<file path="config.mk">
export PLATFORM = sky130hd
export DESIGN_NAME = rom_sig_bist
export DESIGN_NICKNAME = d
export VERILOG_FILES = /design/src/rtl/rom_sig_pkg.sv /design/src/rtl/rom_sig_seq.sv /design/src/rtl/rom_sig_pipe.sv /design/src/rtl/rom_sig_misr.sv /design/src/rtl/rom_sig_bist.sv
export SDC_FILE = /design/constraint.sdc
export NUM_CORES = 1
export LEC_CHECK = 0
export ABC_AREA = 1
export CORE_ASPECT_RATIO = 1.1
export CORE_MARGIN = 2
export CORE_UTILIZATION = 35
export CTS_CLUSTER_SIZE = 12
export DETAILED_ROUTE_END_ITERATION = 10
export DONT_BUFFER_PORTS = 1
export PLACE_DENSITY = 0.62
export SKIP_CTS_REPAIR_TIMING = 1
export SLEW_MARGIN = 40
export SYNTH_ARGS = -nofsm -noshare
export SYNTH_HDL_FRONTEND = slang
export SYNTH_SLANG_ARGS = --single-unit
</file>
<file path="constraint.sdc">
create_clock -name clk_i -period 1.55 [get_ports clk_i]
set_input_delay 0.31 -clock clk_i [delete_from_list [all_inputs] [get_ports clk_i]]
set_output_delay 0.31 -clock clk_i [all_outputs]
set_load 0.05 [all_outputs]
</file>
<file path="src/rtl/rom_sig_pkg.sv">
package rom_sig_pkg;

  typedef enum logic [1:0] {
    ST_IDLE  = 2'd0,
    ST_RUN   = 2'd1,
    ST_DRAIN = 2'd2,
    ST_DONE  = 2'd3
  } seq_state_e;

  typedef struct packed {
    logic vld;
    logic last;
  } rd_tag_t;

endpackage

</file>
<file path="src/rtl/rom_sig_seq.sv">
module rom_sig_seq
  import rom_sig_pkg::*;
#(
  parameter int DEPTH  = 4096,
  localparam int ADDR_W = $clog2(DEPTH)
) (
  input  logic              clk_i,
  input  logic              rst_ni,
  input  logic              start_i,
  input  logic              finish_i,
  output logic [ADDR_W-1:0] addr_o,
  output logic              cen_no,
  output logic              issue_last_o,
  output logic              launch_o,
  output logic              busy_o,
  output logic              done_o
);

  localparam logic [ADDR_W-1:0] ADDR_MAX = ADDR_W'(DEPTH - 1);

  seq_state_e        state_q;
  logic [ADDR_W-1:0] addr_q;
  logic              cen_n_q;
  logic              at_max;

  assign at_max   = (addr_q == ADDR_MAX);
  assign launch_o = start_i && ((state_q == ST_IDLE) || (state_q == ST_DONE));

  always_ff @(posedge clk_i or negedge rst_ni) begin
    if (!rst_ni) begin
      state_q <= ST_IDLE;
      addr_q  <= '0;
      cen_n_q <= 1'b1;
    end else begin
      unique case (state_q)
        ST_IDLE, ST_DONE: begin
          if (launch_o) begin
            state_q <= ST_RUN;
            addr_q  <= '0;
            cen_n_q <= 1'b0;
          end
        end
        ST_RUN: begin
          if (at_max) begin
            state_q <= ST_DRAIN;
            cen_n_q <= 1'b1;
          end else begin
            addr_q <= addr_q + 1'b1;
          end
        end
        ST_DRAIN: begin
          if (finish_i) state_q <= ST_DONE;
        end
        default: state_q <= ST_IDLE;
      endcase
    end
  end

  assign addr_o       = addr_q;
  assign cen_no       = cen_n_q;
  assign issue_last_o = !cen_n_q && at_max;
  assign busy_o       = (state_q == ST_RUN) || (state_q == ST_DRAIN);
  assign done_o       = (state_q == ST_DONE);

  assert_cen_only_run_R2: assert property (
    @(posedge clk_i) disable iff (!rst_ni) !cen_n_q |-> (state_q == ST_RUN));

  assert_addr_step_R2: assert property (
    @(posedge clk_i) disable iff (!rst_ni)
    (!cen_n_q && $past(!cen_n_q)) |-> (addr_q == $past(addr_q) + 1'b1));

endmodule

</file>
<file path="src/rtl/rom_sig_pipe.sv">
module rom_sig_pipe
  import rom_sig_pkg::*;
#(
  parameter int LAT = 2
) (
  input  logic    clk_i,
  input  logic    rst_ni,
  input  rd_tag_t tag_i,
  output rd_tag_t tag_o
);

  if (LAT == 0) begin : g_bypass
    assign tag_o = tag_i;
  end else begin : g_delay
    rd_tag_t stage_q [LAT];

    always_ff @(posedge clk_i or negedge rst_ni) begin
      if (!rst_ni) begin
        for (int i = 0; i < LAT; i++) stage_q[i] <= '0;
      end else begin
        stage_q[0] <= tag_i;
        for (int i = 1; i < LAT; i++) stage_q[i] <= stage_q[i-1];
      end
    end

    assign tag_o = stage_q[LAT-1];

    assert_last_needs_vld_R3: assert property (
      @(posedge clk_i) disable iff (!rst_ni) tag_o.last |-> tag_o.vld);
  end

endmodule

</file>
<file path="src/rtl/rom_sig_misr.sv">
module rom_sig_misr #(
  parameter int              DATA_W  = 64,
  parameter logic [DATA_W-1:0] POLY    = 64'h1B,
  parameter logic [DATA_W-1:0] EXP_SIG = '0
) (
  input  logic              clk_i,
  input  logic              rst_ni,
  input  logic              seed_i,
  input  logic              fold_i,
  input  logic              last_i,
  input  logic [DATA_W-1:0] data_i,
  input  logic              shift_i,
  output logic              msb_o,
  output logic              match_o
);

  localparam logic [DATA_W-1:0] SEED = '1;

  logic [DATA_W-1:0] sig_q;
  logic [DATA_W-1:0] sig_nxt;
  logic              match_q;

  function automatic logic [DATA_W-1:0] misr_step(input logic [DATA_W-1:0] s,
                                                   input logic [DATA_W-1:0] d);
    return {s[DATA_W-2:0], 1'b0} ^ (s[DATA_W-1] ? POLY : '0) ^ d;
  endfunction

  assign sig_nxt = misr_step(sig_q, data_i);

  always_ff @(posedge clk_i or negedge rst_ni) begin
    if (!rst_ni) begin
      sig_q   <= SEED;
      match_q <= 1'b0;
    end else if (seed_i) begin
      sig_q   <= SEED;
      match_q <= 1'b0;
    end else if (fold_i) begin
      sig_q <= sig_nxt;
      if (last_i) match_q <= (sig_nxt == EXP_SIG);
    end else if (shift_i) begin
      sig_q <= {sig_q[DATA_W-2:0], 1'b0};
    end
  end

  assign msb_o   = sig_q[DATA_W-1];
  assign match_o = match_q;

  assert_shift_msb_R8: assert property (
    @(posedge clk_i) disable iff (!rst_ni)
    (shift_i && !seed_i && !fold_i) |=> (sig_q[DATA_W-1] == $past(sig_q[DATA_W-2])));

  assert_no_fold_in_scan_R9: assert property (
    @(posedge clk_i) disable iff (!rst_ni) !(shift_i && fold_i));

endmodule

</file>
<file path="src/rtl/rom_sig_bist.sv">
module rom_sig_bist
  import rom_sig_pkg::*;
#(
  parameter int                DEPTH   = 4096,
  parameter int                DATA_W  = 64,
  parameter int                RD_LAT  = 2,
  parameter logic [DATA_W-1:0] POLY    = 64'h1B,
  parameter logic [DATA_W-1:0] EXP_SIG = '0,
  localparam int               ADDR_W  = $clog2(DEPTH)
) (
  input  logic              clk_i,
  input  logic              rst_ni,
  input  logic              start_i,
  output logic              done_o,
  output logic              pass_o,
  output logic              fail_o,
  input  logic              scan_clk_i,
  input  logic              scan_en_i,
  output logic              scan_out_o,
  output logic [ADDR_W-1:0] rom_addr_o,
  output logic              rom_cen_no,
  input  logic [DATA_W-1:0] rom_data_i
);

  logic    launch, busy, done, issue_last, finish, shift, match, scan_clk_q;
  rd_tag_t issue_tag, fold_tag;

  rom_sig_seq #(.DEPTH(DEPTH)) u_seq (
    .clk_i       (clk_i),
    .rst_ni      (rst_ni),
    .start_i     (start_i),
    .finish_i    (finish),
    .addr_o      (rom_addr_o),
    .cen_no      (rom_cen_no),
    .issue_last_o(issue_last),
    .launch_o    (launch),
    .busy_o      (busy),
    .done_o      (done)
  );

  assign issue_tag = '{vld: !rom_cen_no, last: issue_last};

  rom_sig_pipe #(.LAT(RD_LAT)) u_pipe (
    .clk_i (clk_i),
    .rst_ni(rst_ni),
    .tag_i (issue_tag),
    .tag_o (fold_tag)
  );

  assign finish = fold_tag.vld && fold_tag.last;

  // scan strobe assumed slower than clk_i; rising edge detected here
  always_ff @(posedge clk_i or negedge rst_ni) begin
    if (!rst_ni) scan_clk_q <= 1'b0;
    else         scan_clk_q <= scan_clk_i;
  end

  assign shift = done && scan_en_i && scan_clk_i && !scan_clk_q;

  rom_sig_misr #(
    .DATA_W (DATA_W),
    .POLY   (POLY),
    .EXP_SIG(EXP_SIG)
  ) u_misr (
    .clk_i  (clk_i),
    .rst_ni (rst_ni),
    .seed_i (launch),
    .fold_i (fold_tag.vld),
    .last_i (fold_tag.last),
    .data_i (rom_data_i),
    .shift_i(shift),
    .msb_o  (scan_out_o),
    .match_o(match)
  );

  assign done_o = done;
  assign pass_o = done && match;
  assign fail_o = done && !match;

  assert_verdict_excl_R6: assert property (
    @(posedge clk_i) disable iff (!rst_ni)
    (pass_o || fail_o) |-> (done_o && !(pass_o && fail_o)));

  assert_quiet_when_done_R5: assert property (
    @(posedge clk_i) disable iff (!rst_ni) done_o |-> (rom_cen_no && !busy));

  assert_verdict_hold_R6: assert property (
    @(posedge clk_i) disable iff (!rst_ni)
    (done_o && $past(done_o) && !$past(launch)) |-> $stable(pass_o));

endmodule

</file>
==> results of run 1 <==
==> cell usage after synthesis (all sizes together) <==
| cell | count | share of area |
|---|---|---|
| a21oi | 47 | 0.045 |
| a31oi | 44 | 0.053 |
| a41oi | 8 | 0.014 |
| and3 | 1 | 0.0012 |
| buf | 7 | 0.0077 |
| clkbuf | 29 | 0.021 |
| clkinv | 1 | 0.00096 |
| dfrtp | 20 | 0.097 |
| dfstp | 65 | 0.33 |
| ha | 5 | 0.012 |
| inv | 51 | 0.037 |
| nand2 | 178 | 0.13 |
| nand3 | 19 | 0.020 |
| nand4 | 3 | 0.0065 |
| nor2 | 105 | 0.076 |
| nor3 | 1 | 0.00096 |
| o211ai | 1 | 0.0024 |
| o21ai | 38 | 0.038 |
| o221ai | 1 | 0.0017 |
| o31ai | 1 | 0.0014 |
| o41ai | 2 | 0.0034 |
| or2 | 4 | 0.0048 |
| xnor2 | 6 | 0.010 |
| xor2 | 50 | 0.084 |
==> state kept, by name, summed over array words and instances, names as in the netlist <==
signal	cells
u_misr.sig_q	64
u_seq.addr_o	12
u_pipe.g_delay.stage_q	2
u_pipe.tag_o	2
u_seq.state_q	2
scan_clk_q	1
u_misr.match_o	1
u_seq.cen_no	1
==> stage by stage <==
stage | hold slack (ps) | power (W) | TNS (ps)
floorplan | 14.4 | 0.00789 | -6480
CTS | -353 | 0.0115 | -4190
detailed placement | 18.0 | 0.00922 | -1860
global placement | 20.7 | 0.00914 | -193
global route | -356 | 0.0135 | -10790
finish | -340 | 0.0125 | -4860
==> layout make-up <==
type / instances / area (um2) / share of cell area
well taps: 192 / 240 / 0.0347
clock inverters: 1 / 30.0 / 0.00434
clock buffers: 14 / 274 / 0.0396
repair buffers: 78 / 948 / 0.137
inverters: 52 / 213 / 0.0307
flip-flops and latches: 85 / 2210 / 0.320
multi-input cells: 514 / 3000 / 0.433
==> per-layer routing <==
layer	vias up	wire length, um	track usage
met4	0	232	0.0614
li1	2343	-	-
met2	94	6750	0.249
met1	2214	6270	0.214
met5	-	0	0
met3	15	853	0.0495
==> cells by family (layout without fill, tap and decap cells) <==
kind of cell,Yosys count,after routing
DFF,85,85
adders and majority gates,5,5
and+or+nand+nor,311,311
xor gates and xnor gates,56,56
buffers and inverters,88,145
AOI/OAI and AO/OA,142,142
==> worst reg2reg max path, stage by stage (launching register included) <==
cell       delay (ps)
dfrtp_1           390
buf_4             150
ha_4              230
nand2_4           100
o211ai_4          120
buf_12            180
buf_12            120
clkbuf_16         160
o221ai_1          150
==> power by group <==
| part | internal (W) | leakage, nW | switching (W) | total [W] |
|---|---|---|---|---|
| clock | 0.00137 | 0.149 | 0.000879 | 0.00225 |
| combinational | 0.00251 | 2.09 | 0.00323 | 0.00574 |
| sequential | 0.00374 | 0.940 | 0.000775 | 0.00451 |
| total | 0.00762 | 3.18 | 0.00488 | 0.0125 |
==> worst max path at each step <==
stage | startpoint | end | slack (ps) | cells after the start
6_report | u_seq.state_q[0]$_DFFE_PN0P_ | pass_o | -190 | 6
5_1_grt | u_seq.state_q[0]$_DFFE_PN0P_ | pass_o | -230 | 6
3_5_place_dp | u_seq.state_q[0]$_DFFE_PN0P_ | u_seq.addr_o[11]$_DFFE_PN0P_ | -100 | 9
2_1_floorplan | u_seq.addr_o[0]$_DFFE_PN0P_ | u_seq.addr_o[0]$_DFFE_PN0P_ | -300 | 12
3_3_place_gp | u_seq.state_q[0]$_DFFE_PN0P_ | u_misr.sig_q[26]$_DFFE_PN1P_ | -30 | 7
4_1_cts | u_seq.state_q[0]$_DFFE_PN0P_ | fail_o | -300 | 6
==> layout by cell type (no fill, tap or decap), drive strengths merged, types with 2 or more instances in the layout <==
cell / instances
o21ai: 38
xnor2: 6
ha: 5
xor2: 50
or2: 4
o41ai: 2
inv: 51
clkbuf: 22
nor2: 105
a41oi: 8
nand3: 19
a31oi: 44
nand4: 3
dfstp: 65
nand2: 178
dfrtp: 20
buf: 69
a21oi: 47
==> metrics, run 1 <==
status=complete, but fails checks; failing checks=hold timing, setup timing; global placement routability congestion=0.792; final instance area=0.00692 mm2; peak supply drop=0.945 mV; unrepaired setup endpoints after global routing=yes; final WL=14.1 mm; synth-to-layout area growth=33.4%; P per Cell Area=1810 mW/mm2; n_diodes=0; worst slack, placed=-96.1 ps; Crit path buffers/inverters=4; largest net degree at the start of global routing=86; share of cells above drive strength 1=0.339; slew margin rel.=0.786; antenna violations before repair=0; I/O Buffers=0; CP peak stage delay=390 ps; Yosys reg bits=85; grt ovf=0; core area=0.0144 mm2; Final period util=1.12; sequential cell area fraction in the yosys report=0.426; DPL Wire Length=9.03 mm; H-tree lvl count=3; total vias in the final route=4666; R2R Path Start=u_seq.state_q[1]$_DFFE_PN0P_; CP endpoint kind=output pin; Num CTS Buffers=9; XOR/XNOR Fraction of Synth Area=0.0946; synth unique cells=34; Setup CP Type=register to output pin; GRT Total Usage=0.163; Max Buffers Root-to-Sink=2; Finished Core Util=0.479; Synth Area in Simple Gates=0.242; clock skew=6.94 ps; die area=0.0158 mm2; die extent in x=120 um; Routed Antenna Nets=0; fin nets=814; Data required, critical path=1240 ps; Ports=86; CTS tree=done; worst r2r dst=u_misr.sig_q[0]$_DFFE_PN1P_; DRC viols=0; DR vias/cell=4.99; max_cap viols=0; CTS root buffer=clkbuf_16; FF-to-FF path depth=8; global-route wire length before repair=20.7 mm; YS warnings=0; die height=132 um; mean post-synth cell area=7.55 um2; final hold viol count=85; Netlist Area Pre-Place=0.00519 mm2; drt first-iter violations=274; Slew @ Worst Pin=321 ps; Pre-antenna DRT Iters=4; cell leakage power=3.18 nW; Synth Area in Adders=0.0121; Final Setup Violations=77; vias in the first global route=4230; worst skew pair latency=350 ps; worst path arrival time=1430 ps; cell mode on critical path=buf_12; Fmax achieved=576 MHz; Compound-Gate Fraction of Synth Area=0.159; min cycle time layout=1740 ps; syn_nets=761; Clock transition at path regs=60 ps; CP startpoint kind=register; Placed Area=0.00587 mm2; Critical Path, Cell by Cell=buf_6, ha_4, buf_12, nand2_2, inv_2, buf_12; WL/cell=15.1 um; Rows=46; Hold WC Path Type=input port to asynchronous set/reset pin; CP top delay family=buffers and inverters; worst hold margin=-340 ps; DP Cell Count=901; CP max stage cell=dfrtp_1; mux share of post-synthesis cell area=0; largest family of logic cells by synthesized area=simple AND/OR/NAND/NOR gates; Non-Filler Instances=936; Sink Count=85; Post-Syn Instances=687; final setup margin=-185 ps; Final Max Slew Viols=0; r2r setup slk=-140 ps; Filler cells=1393; Max FO, Critical Path=3; Starting Density=0.359
No activity file was read; power rests on OpenSTA's default activity.
==> run 2: changes to the inputs <==
--- a/config.mk
+++ b/config.mk
@@ -6,13 +6,15 @@
 export NUM_CORES = 1
 export LEC_CHECK = 0
 export ABC_AREA = 1
+export CELL_PAD_IN_SITES_DETAIL_PLACEMENT = 1
+export CELL_PAD_IN_SITES_GLOBAL_PLACEMENT = 1
 export CORE_ASPECT_RATIO = 1.1
 export CORE_MARGIN = 2
 export CORE_UTILIZATION = 35
 export CTS_CLUSTER_SIZE = 12
 export DETAILED_ROUTE_END_ITERATION = 10
 export DONT_BUFFER_PORTS = 1
-export PLACE_DENSITY = 0.62
+export PLACE_DENSITY = 0.76
 export SKIP_CTS_REPAIR_TIMING = 1
 export SLEW_MARGIN = 40
 export SYNTH_ARGS = -nofsm -noshare
==> run 2 against run 1 <==
  * The run still ends with hold timing, setup timing left
  * First-iteration DRC count shrank 23%
  * Via count grew 7.3%
  * Total power grew 1.3%
  * Combinational power shrank 2%
  * Highest routed layer unchanged
  * Cell area shrank 1.8%
==> metrics, run 2 (synthesis results as in run 1) <==
DRC viols=0; Sink Count=85; max_cap viols=0; CP startpoint kind=register; Starting Density=0.359; Fmax achieved=565 MHz; DPL Wire Length=10.7 mm; Final period util=1.14; Placed Area=0.00585 mm2; cell mode on critical path=buf_12; peak supply drop=1.08 mV; Num CTS Buffers=9; met3 Use GR=0.0516; CTS tree=done; Final Setup Violations=79; worst skew pair latency=350 ps; synth-to-layout area growth=31.0%; Max Buffers Root-to-Sink=2; commonest non-fill, non-tap cell in the layout=nand2_1; failing checks=hold timing, setup timing; Filler cells=1731; met1 Usage GRT=0.230; Crit path depth=6; total vias in the final route=5008; Slew @ Worst Pin=319 ps; CP top delay family=buffers and inverters; Pre-antenna DRT Iters=4; die height=132 um; core area=0.0144 mm2; final setup margin=-218 ps; FF-to-FF path depth=9; die area=0.0158 mm2; WL/cell=18.5 um; Rows=46; largest net degree at the start of global routing=86; final hold viol count=85; vias in the first global route=5172; antenna violations before repair=0; unrepaired setup endpoints after global routing=yes; Setup CP Type=register to output pin; max reg flops=64; Hold WC Path Type=input port to asynchronous set/reset pin; CP max stage cell=dfrtp_1; P per Cell Area=1860 mW/mm2; Routed Antenna Nets=0; CP peak stage delay=410 ps; Clock transition at path regs=70 ps; CTS root buffer=clkbuf_16; CP endpoint kind=output pin; I/O Buffers=0; min cycle time layout=1770 ps; worst path arrival time=1460 ps; slew margin rel.=0.787; Ports=86; Critical Path, Cell by Cell=buf_6, ha_4, buf_12, inv_4, nor2_4, buf_12; Top Usage Layer GRT=met2; Final Max Slew Viols=0; global-route wire length before repair=25.3 mm; drt first-iter violations=212; GR Util met2=0.355; worst slack, placed=-219 ps; commonest cells after routing, fill and taps aside=162 x nand2_1, 96 x nor2_1, 65 x dfstp_2; fin nets=811; cell leakage power=3.15 nW; clock skew=6.74 ps; n_diodes=0; largest register by flop count=u_misr.sig_q; worst hold margin=-326 ps; grt ovf=0; Data required, critical path=1240 ps; Crit path buffers/inverters=4; Max FO, Critical Path=3; DR vias/cell=5.36; final WL=17.2 mm; share of cells above drive strength 1=0.299; GRT Total Usage=0.199; status=complete, but fails checks; die extent in x=120 um; H-tree lvl count=3; final instance area=0.00680 mm2; global placement routability congestion=0.812
-- run 2: cell types whose count changed in the layout (fill, tap and decap cells not counted), moves of 4 or more --
cell and change:
buf_6 -7, o21ai_0 -9, nand3_1 +5, a31oi_2 +5, nand2_2 -14, inv_2 -5, nand2_1 +13, inv_1 +5
nand3_2 -6, buf_8 +4, o21ai_1 +12
-- run 2: worst register-to-register path, cell delays in order, from the launching register on --
cell and delay [ps]:
dfrtp_1 380, buf_4 150, ha_4 290, nand2_4 80, o211ai_4 100, buf_6 150
buf_12 150, clkbuf_16 150, nor2_1 40, a31oi_1 170
-- run 2: metrics by stage --
step	hold slack (ps)	utilization	TNS, ps	total power (W)	instances
6_report	-326	0.470	-7840	0.0127	934
5_1_grt	-362	0.470	-14120	0.0136	934
4_1_cts	-355	0.428	-8310	0.0120	912
3_5_place_dp	22.2	0.405	-6690	0.00947	896
3_3_place_gp	22.4	0.405	-221	0.00909	896
2_1_floorplan	14.4	-	-6480	0.00789	687
-- run 2: layout make-up --
type	instances	area, um2	area share
tap	192	240	0.0354
inverter	52	205	0.0302
sequential	85	2210	0.326
clock buffer	11	253	0.0372
clock inverter	5	82.6	0.0122
multi-input combinational	514	2890	0.425
timing repair buffer	75	915	0.135
-- run 2: power by group --
group	internal, W	switching [W]	leakage, nW
combinational	0.00236	0.00326	2.05
clock	0.00150	0.000962	0.166
sequential	0.00374	0.000835	0.940
-- run 2: worst paths after layout --
check | from | slack [ps] | to
min reg2reg | u_pipe.g_delay.stage_q[2]$_DFF_PN0_ | 350 | u_pipe.tag_o[0]$_DFF_PN0_
min in group clk_i | rom_data_i[45] | 150 | u_misr.sig_q[45]$_DFFE_PN1P_
max reg2reg | u_seq.state_q[1]$_DFFE_PN0P_ | -180 | u_misr.sig_q[56]$_DFFE_PN1P_
max in group asynchronous | rst_ni | 1650 | u_misr.sig_q[19]$_DFFE_PN1P_
max | u_seq.state_q[0]$_DFFE_PN0P_ | -220 | fail_o
min | rst_ni | -330 | u_seq.addr_o[3]$_DFFE_PN0P_
-- run 2: routing by layer --
metal  wire length (um)  vias up
li1                   -     2342
met1               6950     2548
met2               9080       98
met3                994       20
met4                215        0
met5                  0        -
==> run 3: changes to the inputs <==
--- a/config.mk
+++ b/config.mk
@@ -14,7 +14,7 @@
 export CTS_CLUSTER_SIZE = 12
 export DETAILED_ROUTE_END_ITERATION = 10
 export DONT_BUFFER_PORTS = 1
-export PLACE_DENSITY = 0.76
+export PLACE_DENSITY_LB_ADDON = 0.1
 export SKIP_CTS_REPAIR_TIMING = 1
 export SLEW_MARGIN = 40
 export SYNTH_ARGS = -nofsm -noshare
==> run 3 against run 2 <==
  * The flow still finishes with violations (hold timing, setup timing)
  * Sequential power barely moved
  * Final cell count grew 0.11%
  * Die area unchanged
  * Highest routed layer unchanged
==> metrics, run 3 (synthesis results as in run 1) <==
Num CTS Buffers=9; Routed Antenna Nets=0; CP startpoint kind=register; grt ovf=0; Filler cells=1690; worst path arrival time=1460 ps; CP Launch Point=u_seq.state_q[0]$_DFFE_PN0P_; Pre-antenna DRT Iters=4; die height=132 um; Final Max Slew Viols=0; die extent in x=120 um; Clock transition at path regs=60 ps; Data required, critical path=1240 ps; largest net degree at the start of global routing=86; unrepaired setup endpoints after global routing=yes; fin nets=812; synth-to-layout area growth=30.8%; drt first-iter violations=210; n_diodes=0; Hold WC Path Type=input port to asynchronous set/reset pin; Final period util=1.14; I/O Buffers=0; antenna violations before repair=0; final hold viol count=85; failing checks=hold timing, setup timing; R2R Path Start=u_seq.state_q[0]$_DFFE_PN0P_; DPL Wire Length=10.3 mm; Slew @ Worst Pin=320 ps; Final Setup Violations=76; status=complete, but fails checks; WL/cell=17.8 um; Max FO, Critical Path=5; DR vias/cell=5.17; commonest non-fill, non-tap cell in the layout=nand2_1; CTS tree=done; GRT Total Usage=0.197; Setup CP Type=register to output pin; Max Buffers Root-to-Sink=2; global-route wire length before repair=25.0 mm; max_cap viols=0; clock skew=5.94 ps; slew margin rel.=0.787; total vias in the final route=4834; P per Cell Area=1830 mW/mm2; share of cells above drive strength 1=0.300; largest register by flop count=u_misr.sig_q; final WL=16.7 mm; footprint of the multi-input gates=0.00288 mm2; DRC viols=0; Ports=86; Sink Count=85; Rows=46; Sequential cell area=0.00222 mm2; die area=0.0158 mm2; CTS root buffer=clkbuf_16; Starting Density=0.359; vias in the first global route=5028; Fmax achieved=564 MHz; CP endpoint kind=output pin; Placed Area=0.00584 mm2; H-tree lvl count=3; setup tns final=-8130 ps; global placement routability congestion=0.732; final setup margin=-224 ps; cell leakage power=3.15 nW; Finished Core Util=0.469; peak supply drop=0.864 mV; final instance area=0.00678 mm2; min cycle time layout=1770 ps; worst hold margin=-324 ps; worst skew pair latency=350 ps; core area=0.0144 mm2; commonest cells after routing, fill and taps aside=161 x nand2_1, 96 x nor2_1, 65 x dfstp_2; max reg flops=64
run 3: cell count changes in the layout (fill, tap and decap cells not counted), sizes merged:
cell | previous run | this run
clkinvlp | 0 | 2
clkinv | 4 | 2
bufinv | 2 | 0
clkbuf | 19 | 20
inv | 51 | 53
run 3: layer usage:
layer	share of wire	global-route usage	wire length, um
met1	0.44	0.243	7330
met5	0	0	0
met3	0.049	0.0556	816
met4	0.015	0.0752	250
met2	0.50	0.326	8290
run 3: area by class of cell:
class / count / area share
tap: 192 / 0.0354
clock inverter: 5 / 0.00461
timing repair buffer: 76 / 0.139
inverter: 52 / 0.0310
multi-input combinational: 514 / 0.424
clock buffer: 11 / 0.0389
sequential: 85 / 0.327
run 3: critical path: stages, from the launching register on:
cell     delay, ps
dfrtp_2        440
buf_6          130
ha_4           160
buf_12         150
inv_4           60
nor2_4          30
buf_12         150
run 3: path summary, 6_finish.rpt:
kind / end / slack, ps / depth (start not counted)
max reg2reg: u_misr.sig_q[17]$_DFFE_PN1P_ / -180 / 9
min reg2reg: u_pipe.tag_o[1]$_DFF_PN0_ / 350 / 0
min in group clk_i: u_misr.sig_q[39]$_DFFE_PN1P_ / 160 / 3
min: u_seq.state_q[1]$_DFFE_PN0P_ / -320 / 0
max in group asynchronous: u_misr.sig_q[22]$_DFFE_PN1P_ / 1660 / 0
max: fail_o / -220 / 6
run 3: where the power goes:
group / total, W / internal, W / switching (W)
Sequential: 0.00460 / 0.00375 / 0.000852
Clock: 0.00217 / 0.00122 / 0.000945
Combinational: 0.00563 / 0.00244 / 0.00319
Total: 0.0124 / 0.00741 / 0.00499
run 3: stage by stage:
step	hold slack (ps)	power, W	setup WS (ps)	instances
floorplan	14.4	0.00789	-301	687
global placement	19.8	0.00923	-118	893
detailed placement	18.9	0.00951	-214	893
CTS	-361	0.0118	-391	909
global route	-351	0.0134	-270	935
finish	-324	0.0124	-224	935
